$ cat config.mk
export PLATFORM = sky130hd
export DESIGN_NAME = phy_ctrl_regs
export DESIGN_NICKNAME = d
export VERILOG_FILES = /design/src/rtl/phy_ctrl_pkg.sv /design/src/rtl/phy_rst_seq.sv /design/src/rtl/phy_evt_latch.sv /design/src/rtl/phy_speed_res.sv /design/src/rtl/phy_ctrl_regs.sv
export SDC_FILE = /design/constraint.sdc
export NUM_CORES = 1
export LEC_CHECK = 0
export CAP_MARGIN = 20
export CORE_MARGIN = 2
export CORE_UTILIZATION = 35
export CTS_BUF_LIST = sky130_fd_sc_hd__clkbuf_8
export DETAILED_ROUTE_END_ITERATION = 8
export PLACE_DENSITY = 0.74
export SLEW_MARGIN = 20
export SYNTH_ARGS = -nofsm -noshare
export SYNTH_HDL_FRONTEND = slang
export SYNTH_SLANG_ARGS = --single-unit
$ cat constraint.sdc
create_clock -name clk_i -period 5.79 [get_ports clk_i]
set_input_delay 1.158 -clock clk_i [delete_from_list [all_inputs] [get_ports clk_i]]
set_output_delay 1.158 -clock clk_i [all_outputs]
set_load 0.1 [all_outputs]
$ cat src/rtl/phy_ctrl_pkg.sv
package phy_ctrl_pkg;

  typedef enum logic [1:0] {
    SPD_10   = 2'b00,
    SPD_100  = 2'b01,
    SPD_1000 = 2'b10,
    SPD_RSVD = 2'b11
  } spd_e;

  localparam int unsigned B_RST    = 15;
  localparam int unsigned B_LB     = 14;
  localparam int unsigned B_SPD_LO = 13;
  localparam int unsigned B_AN     = 12;
  localparam int unsigned B_DUP    = 8;
  localparam int unsigned B_SPD_HI = 6;

  typedef struct packed {
    logic lb;
    logic spd_lo;
    logic an_en;
    logic dup;
    logic spd_hi;
  } ctrl_t;

  function automatic ctrl_t ctrl_dflt(input logic an_s, input logic spd_s);
    ctrl_t c;
    c.lb     = 1'b0;
    c.an_en  = an_s;
    c.spd_lo = spd_s & ~an_s;
    c.spd_hi = 1'b0;
    c.dup    = 1'b1;
    return c;
  endfunction

  function automatic logic [15:0] ctrl_pack(input ctrl_t c, input logic busy);
    logic [15:0] w;
    w           = '0;
    w[B_RST]    = busy;
    w[B_LB]     = c.lb;
    w[B_SPD_LO] = c.spd_lo;
    w[B_AN]     = c.an_en;
    w[B_DUP]    = c.dup;
    w[B_SPD_HI] = c.spd_hi;
    return w;
  endfunction

endpackage

$ cat src/rtl/phy_rst_seq.sv
module phy_rst_seq #(
  parameter int unsigned RST_CYCLES = 60000
) (
  input  logic clk_i,
  input  logic rst_ni,
  input  logic start_i,
  input  logic ready_i,
  output logic busy_o,
  output logic pulse_o
);
  localparam int unsigned CW = $clog2(RST_CYCLES + 1);
  localparam logic [CW-1:0] TERM = CW'(RST_CYCLES - 1);

  logic [CW-1:0] cnt_q;
  logic          busy_q, pulse_q;

  always_ff @(posedge clk_i or negedge rst_ni) begin
    if (!rst_ni) begin
      cnt_q   <= '0;
      busy_q  <= 1'b0;
      pulse_q <= 1'b0;
    end else begin
      pulse_q <= start_i & ~busy_q;
      if (start_i && !busy_q) begin
        busy_q <= 1'b1;
        cnt_q  <= '0;
      end else if (busy_q) begin
        if (cnt_q != TERM) cnt_q <= cnt_q + 1'b1;
        else if (ready_i)  busy_q <= 1'b0;
      end
    end
  end

  assign busy_o  = busy_q;
  assign pulse_o = pulse_q;
endmodule

$ cat src/rtl/phy_evt_latch.sv
module phy_evt_latch #(
  parameter bit ACTIVE_LOW = 1'b0
) (
  input  logic clk_i,
  input  logic rst_ni,
  input  logic clr_i,
  input  logic cond_i,
  input  logic rd_i,
  output logic q_o
);
  logic q_q, q_d;

  generate
    if (ACTIVE_LOW) begin : g_low
      always_comb begin
        if (clr_i)     q_d = 1'b1;
        else if (rd_i) q_d = cond_i;
        else           q_d = q_q & cond_i;
      end
    end else begin : g_high
      always_comb begin
        if (clr_i) q_d = 1'b0;
        else       q_d = cond_i | (q_q & ~rd_i);
      end
    end
  endgenerate

  always_ff @(posedge clk_i or negedge rst_ni) begin
    if (!rst_ni) q_q <= ACTIVE_LOW;
    else         q_q <= q_d;
  end

  assign q_o = q_q;
endmodule

$ cat src/rtl/phy_speed_res.sv
module phy_speed_res
  import phy_ctrl_pkg::*;
(
  input  logic       clk_i,
  input  logic       rst_ni,
  input  logic       an_en_i,
  input  logic [1:0] frc_spd_i,
  input  logic       frc_dup_i,
  input  logic [1:0] an_spd_i,
  input  logic       an_dup_i,
  output logic [1:0] spd_o,
  output logic       dup_o,
  output logic       err_o
);
  logic [1:0] cand_spd;
  logic       cand_dup;
  spd_e       spd_q;
  logic       dup_q, err_q;

  always_comb begin
    cand_spd = an_en_i ? an_spd_i : frc_spd_i;
    cand_dup = an_en_i ? an_dup_i : frc_dup_i;
  end

  always_ff @(posedge clk_i or negedge rst_ni) begin
    if (!rst_ni) begin
      spd_q <= SPD_10;
      dup_q <= 1'b0;
      err_q <= 1'b0;
    end else if (cand_spd == SPD_RSVD) begin
      err_q <= 1'b1;  // hold last legal mode
    end else begin
      spd_q <= spd_e'(cand_spd);
      dup_q <= cand_dup;
      err_q <= 1'b0;
    end
  end

  assign spd_o = spd_q;
  assign dup_o = dup_q;
  assign err_o = err_q;
endmodule

$ cat src/rtl/phy_ctrl_regs.sv
module phy_ctrl_regs
  import phy_ctrl_pkg::*;
#(
  parameter int unsigned ADDR_W     = 5,
  parameter int unsigned CTRL_ADDR  = 0,
  parameter int unsigned STAT_ADDR  = 1,
  parameter int unsigned RST_CYCLES = 60000,
  parameter int unsigned N_LH       = 2,
  parameter int unsigned N_LL       = 2
) (
  input  logic              clk_i,
  input  logic              rst_ni,
  input  logic [ADDR_W-1:0] addr_i,
  input  logic [15:0]       wdata_i,
  input  logic              we_i,
  input  logic              re_i,
  output logic [15:0]       rdata_o,
  input  logic              strap_an_i,
  input  logic              strap_spd_i,
  input  logic              mode_ready_i,
  input  logic [1:0]        an_spd_i,
  input  logic              an_fdx_i,
  input  logic [N_LH-1:0]   lh_evt_i,
  input  logic [N_LL-1:0]   ll_cond_i,
  output logic [1:0]        speed_o,
  output logic              full_dup_o,
  output logic              spd_err_o,
  output logic              loopback_o,
  output logic              soft_rst_o
);
  localparam int unsigned N_ST = N_LH + N_LL;

  logic        init_q;
  logic [1:0]  strap_q;
  ctrl_t       ctrl_q, ctrl_d;
  logic        rst_busy, rst_start;
  logic        hit_ctrl, hit_stat, wr_ctrl, rd_stat;
  logic [N_LH-1:0] lh_q;
  logic [N_LL-1:0] ll_q;
  logic [15:0] stat_w;

  assign hit_ctrl  = (addr_i == ADDR_W'(CTRL_ADDR));
  assign hit_stat  = (addr_i == ADDR_W'(STAT_ADDR));
  assign wr_ctrl   = we_i & hit_ctrl;
  assign rd_stat   = re_i & hit_stat;
  assign rst_start = wr_ctrl & wdata_i[B_RST] & ~rst_busy & init_q;

  always_comb begin
    ctrl_d = ctrl_q;
    if (!init_q) begin
      ctrl_d = ctrl_dflt(strap_an_i, strap_spd_i);
    end else if (rst_start) begin
      ctrl_d = ctrl_dflt(strap_q[1], strap_q[0]);
    end else if (wr_ctrl && !rst_busy) begin
      ctrl_d.lb     = wdata_i[B_LB];
      ctrl_d.spd_lo = wdata_i[B_SPD_LO];
      ctrl_d.an_en  = wdata_i[B_AN];
      ctrl_d.dup    = wdata_i[B_DUP];
      ctrl_d.spd_hi = wdata_i[B_SPD_HI];
    end
  end

  always_ff @(posedge clk_i or negedge rst_ni) begin
    if (!rst_ni) begin
      init_q  <= 1'b0;
      strap_q <= '0;
      ctrl_q  <= '0;
    end else begin
      if (!init_q) begin
        init_q  <= 1'b1;
        strap_q <= {strap_an_i, strap_spd_i};
      end
      ctrl_q <= ctrl_d;
    end
  end

  phy_rst_seq #(.RST_CYCLES(RST_CYCLES)) u_rst_seq (
    .clk_i   (clk_i),
    .rst_ni  (rst_ni),
    .start_i (rst_start),
    .ready_i (mode_ready_i),
    .busy_o  (rst_busy),
    .pulse_o (soft_rst_o)
  );

  phy_speed_res u_speed_res (
    .clk_i     (clk_i),
    .rst_ni    (rst_ni),
    .an_en_i   (ctrl_q.an_en),
    .frc_spd_i ({ctrl_q.spd_hi, ctrl_q.spd_lo}),
    .frc_dup_i (ctrl_q.dup),
    .an_spd_i  (an_spd_i),
    .an_dup_i  (an_fdx_i),
    .spd_o     (speed_o),
    .dup_o     (full_dup_o),
    .err_o     (spd_err_o)
  );

  generate
    for (genvar i = 0; i < N_LH; i++) begin : g_lh
      phy_evt_latch #(.ACTIVE_LOW(1'b0)) u_lat (
        .clk_i  (clk_i),
        .rst_ni (rst_ni),
        .clr_i  (rst_start),
        .cond_i (lh_evt_i[i]),
        .rd_i   (rd_stat),
        .q_o    (lh_q[i])
      );
    end
    for (genvar j = 0; j < N_LL; j++) begin : g_ll
      phy_evt_latch #(.ACTIVE_LOW(1'b1)) u_lat (
        .clk_i  (clk_i),
        .rst_ni (rst_ni),
        .clr_i  (rst_start),
        .cond_i (ll_cond_i[j]),
        .rd_i   (rd_stat),
        .q_o    (ll_q[j])
      );
    end
  endgenerate

  always_comb begin
    stat_w              = '0;
    stat_w[N_LH-1:0]    = lh_q;
    stat_w[N_ST-1:N_LH] = ll_q;
  end

  always_comb begin
    if (hit_ctrl)      rdata_o = ctrl_pack(ctrl_q, rst_busy);
    else if (hit_stat) rdata_o = stat_w;
    else               rdata_o = '0;
  end

  assign loopback_o = ctrl_q.lb;
endmodule

==> flow_summary.yaml <==
global_routing:
  antenna_found_initial: 0
  gr-max-usage-layer: "met2"
  grtUsageMet1_pct: 20.0
  grt_overflow: 0
  grt_pass1_vias: 1396
  grt_pass1_wl_um: 6440
  track_usage_pct: 15.4
  grt_start_max_net_pins: 35
  grt_util_met3_pct: 3.66
  grt.met2_usage_pct: 24.9
clock_network:
  clockRootBuffer: "clkbuf_8"
  holdBufCountCts: 0
  htreeDepth: 2
  numCtsBuffers: 5
  path_clk_slew_ns: 0.07
  cts.repair.resized: 0
  cts_setup_buffers: 0
  numClockSinks: 34
  cts_tree: "built"
  clk_latency_ns: 0.29
  clk_path_buf_depth: 2
worst_setup_path:
  r2r_slack_ns: 3.26
  worstPathArrival_ns: 2.86
  critPathCaptureType: "primary output"
  critPathLaunchType: "input port"
  worstSetupPathType: "in2out"
  cp_data_required_time_ns: 4.63
  critPathMaxFanout: 14
floorplanning:
  die_height_um: 74.4
  fp.coreArea_um2: 4750
  io_pins: 57
  die_w_um: 74.4
  start_util_pct: 36.5
  row_count: 25
  dieArea_um2: 5530
route:
  vias_per_cell: 4.84
  route.vias.total: 1407
  routed_wl_um: 3690
  drc: 0
  antenna_left: 0
  first_pass_iters: 4
  routedWlPerCell_um: 12.7
  first_iter_violations: 100
layout:
  syn_to_final_growth_pct: 29.8
  fill_cells: 476
  final_cell_area_um2: 2250
  multiInputGateArea_um2: 802
  stdcell_count: 291
  final_nets: 259
  drive_above_1_share_pct: 11.2
  seq_area_um2: 853
  antennaDiodeCount: 0
sta:
  setup_tns_ns: 0
  fin_ws_ns: 1.77
  setup_viol: 0
  max_clock_freq_mhz: 249
  hold_viol: 0
  rsz0062_at_grt: "false"
  slew_violations: 0
  slew_headroom_pct: 35.7
  fin_crit_sh_pct: 69.5
  period_minus_slack_ns: 4.02
  tightest_slew_ns: 0.961
  finClkSkew_ns: 0.00647
placed_design:
  io_buffer_count: 40
  pre_cts_slack_ns: 1.76
  globalplace.congestion: 0.838
  placed_area_um2: 2160
  dp_hpwl_um: 2680
  dp_cells: 283
synth:
  netlist-cell-type-count: 37
  netlist_instances: 180
  ys_warn_count: 0
  postSynthRegisterBits: 34
  netlist_area_um2: 1730
  syn_avg_cell_area_um2: 9.63
  seq_area_frac_synth_pct: 49.2
min_path:
  hp-class: "reg2reg"
power_and_ir_drop:
  peakVddDrop_v: 0.000129
  total_power_mw: 0.677
  p_per_area_nw_per_um2: 301
  p_leak_nw: 0.946
outcome:
  status: "finished clean"
flow_run:
  cap_viol_max_count: 0
[per-stage QoR]
stage | utilization [%] | hold WS, ns
finish | 47.3 | 0.489
global route | 47.3 | 0.545
CTS | 47.3 | 0.494
detailed placement | 45.4 | 0.478
global placement | 45.4 | 0.471
floorplan | - | 0.449
[path summary, 6_finish.rpt]
kind / startpoint / to / cells past startpoint
max: addr_i[1] / rdata_o[15] / 6
min: u_speed_res.dup_o / u_speed_res.dup_o / 2
max reg2reg: u_rst_seq.busy_o / u_rst_seq.cnt_q[6] / 4
min reg2reg: u_speed_res.dup_o / u_speed_res.dup_o / 2
max in group asynchronous: rst_ni / g_ll[1].u_lat.q_o / 2
min in group asynchronous: rst_ni / init_q / 2
[per-layer routing]
layer	vias up	wire (um)
met2	25	1730
met1	660	1770
met5	-	0
li1	715	-
met4	0	62
met3	7	124
[state kept, by name, summed over array words and instances, names as in the netlist]
register,count
u_speed_res.err_o,1
loopback_o,1
init_q,1
g_ll.u_lat.q_o,2
u_rst_seq.busy_o,1
u_speed_res.dup_o,1
g_lh.u_lat.q_o,2
ctrl_q,4
u_rst_seq.pulse_o,1
strap_q,2
u_speed_res.spd_o,2
u_rst_seq.cnt_q,16
[critical path, stage by stage]
cell	delay [ns]
clkdlybuf4s50_1	0.40
nor4_1	0.27
buf_4	0.23
nor2b_1	0.30
and2_1	0.20
buf_4	0.29
[cells in the final DEF, fill, tap and decap left out, drive strengths merged, types with 6 or more instances in the layout]
cell type and n:
a21oi 7, and2 6, buf 12, clkbuf 6, clkdlybuf4s50 30, conb 7
dfrtp 32, inv 9, nand2 20, nand3 10, nor2 12, o21ai 9
xnor2 6
[Yosys cell counts (all sizes together)]
library cell / count / area (um2)
xor2: 2 / 17.5
nor4: 5 / 31.3
or4: 1 / 7.51
conb: 2 / 7.51
or4b: 1 / 13.8
nand4: 5 / 31.3
o21ai: 9 / 45.0
or3: 1 / 6.26
o41ai: 1 / 27.5
dfrtp: 32 / 801
mux2: 2 / 22.5
ha: 1 / 12.5
nand2: 20 / 75.1
nand3: 10 / 50.1
o22ai: 2 / 12.5
mux2i: 5 / 50.1
nor2b: 1 / 6.26
nand2b: 1 / 6.26
a31oi: 1 / 6.26
o211ai: 5 / 37.5
buf: 8 / 55.1
inv: 8 / 30.0
nand4b: 4 / 35.0
a21oi: 7 / 35.0
nor2: 12 / 45.0
dfstp: 2 / 52.6
xnor2: 6 / 52.6
and3: 5 / 31.3
nor3: 4 / 20.0
and2: 6 / 37.5
o31ai: 4 / 30.0
nor3b: 1 / 7.51
a211oi: 1 / 7.51
a21o: 2 / 15.0
clkbuf: 3 / 12.5
[cell families (layout without fill, tap and decap cells)]
family,Yosys count,count (layout),share of synthesized area [%]
AO/OA/AOI/OAI,32,32,12.5
XOR/XNOR,8,8,4.04
buffers and inverters,19,58,5.63
AND/OR/NAND/NOR,77,77,23.3
other,2,7,0.433
flip-flops,34,34,49.2
multiplexers,7,7,4.18
adder cells (fa/ha/maj),1,1,0.721
[power breakdown]
group	leakage, nW	total (mW)	internal [mW]	switching [mW]
logic	0.506	0.166	0.0659	0.100
clock network	0.0524	0.180	0.0941	0.0855
registers	0.388	0.331	0.278	0.0530
[final cells by class]
class	instances	area share, %
flip-flops and latches	34	37.9
multi-input cells	132	35.6
repair buffers	42	17.3
well taps	67	3.72
clock buffers	6	3.67
inverters	8	1.33
clock inverters	2	0.389
No activity file was read; power rests on OpenSTA's default activity.
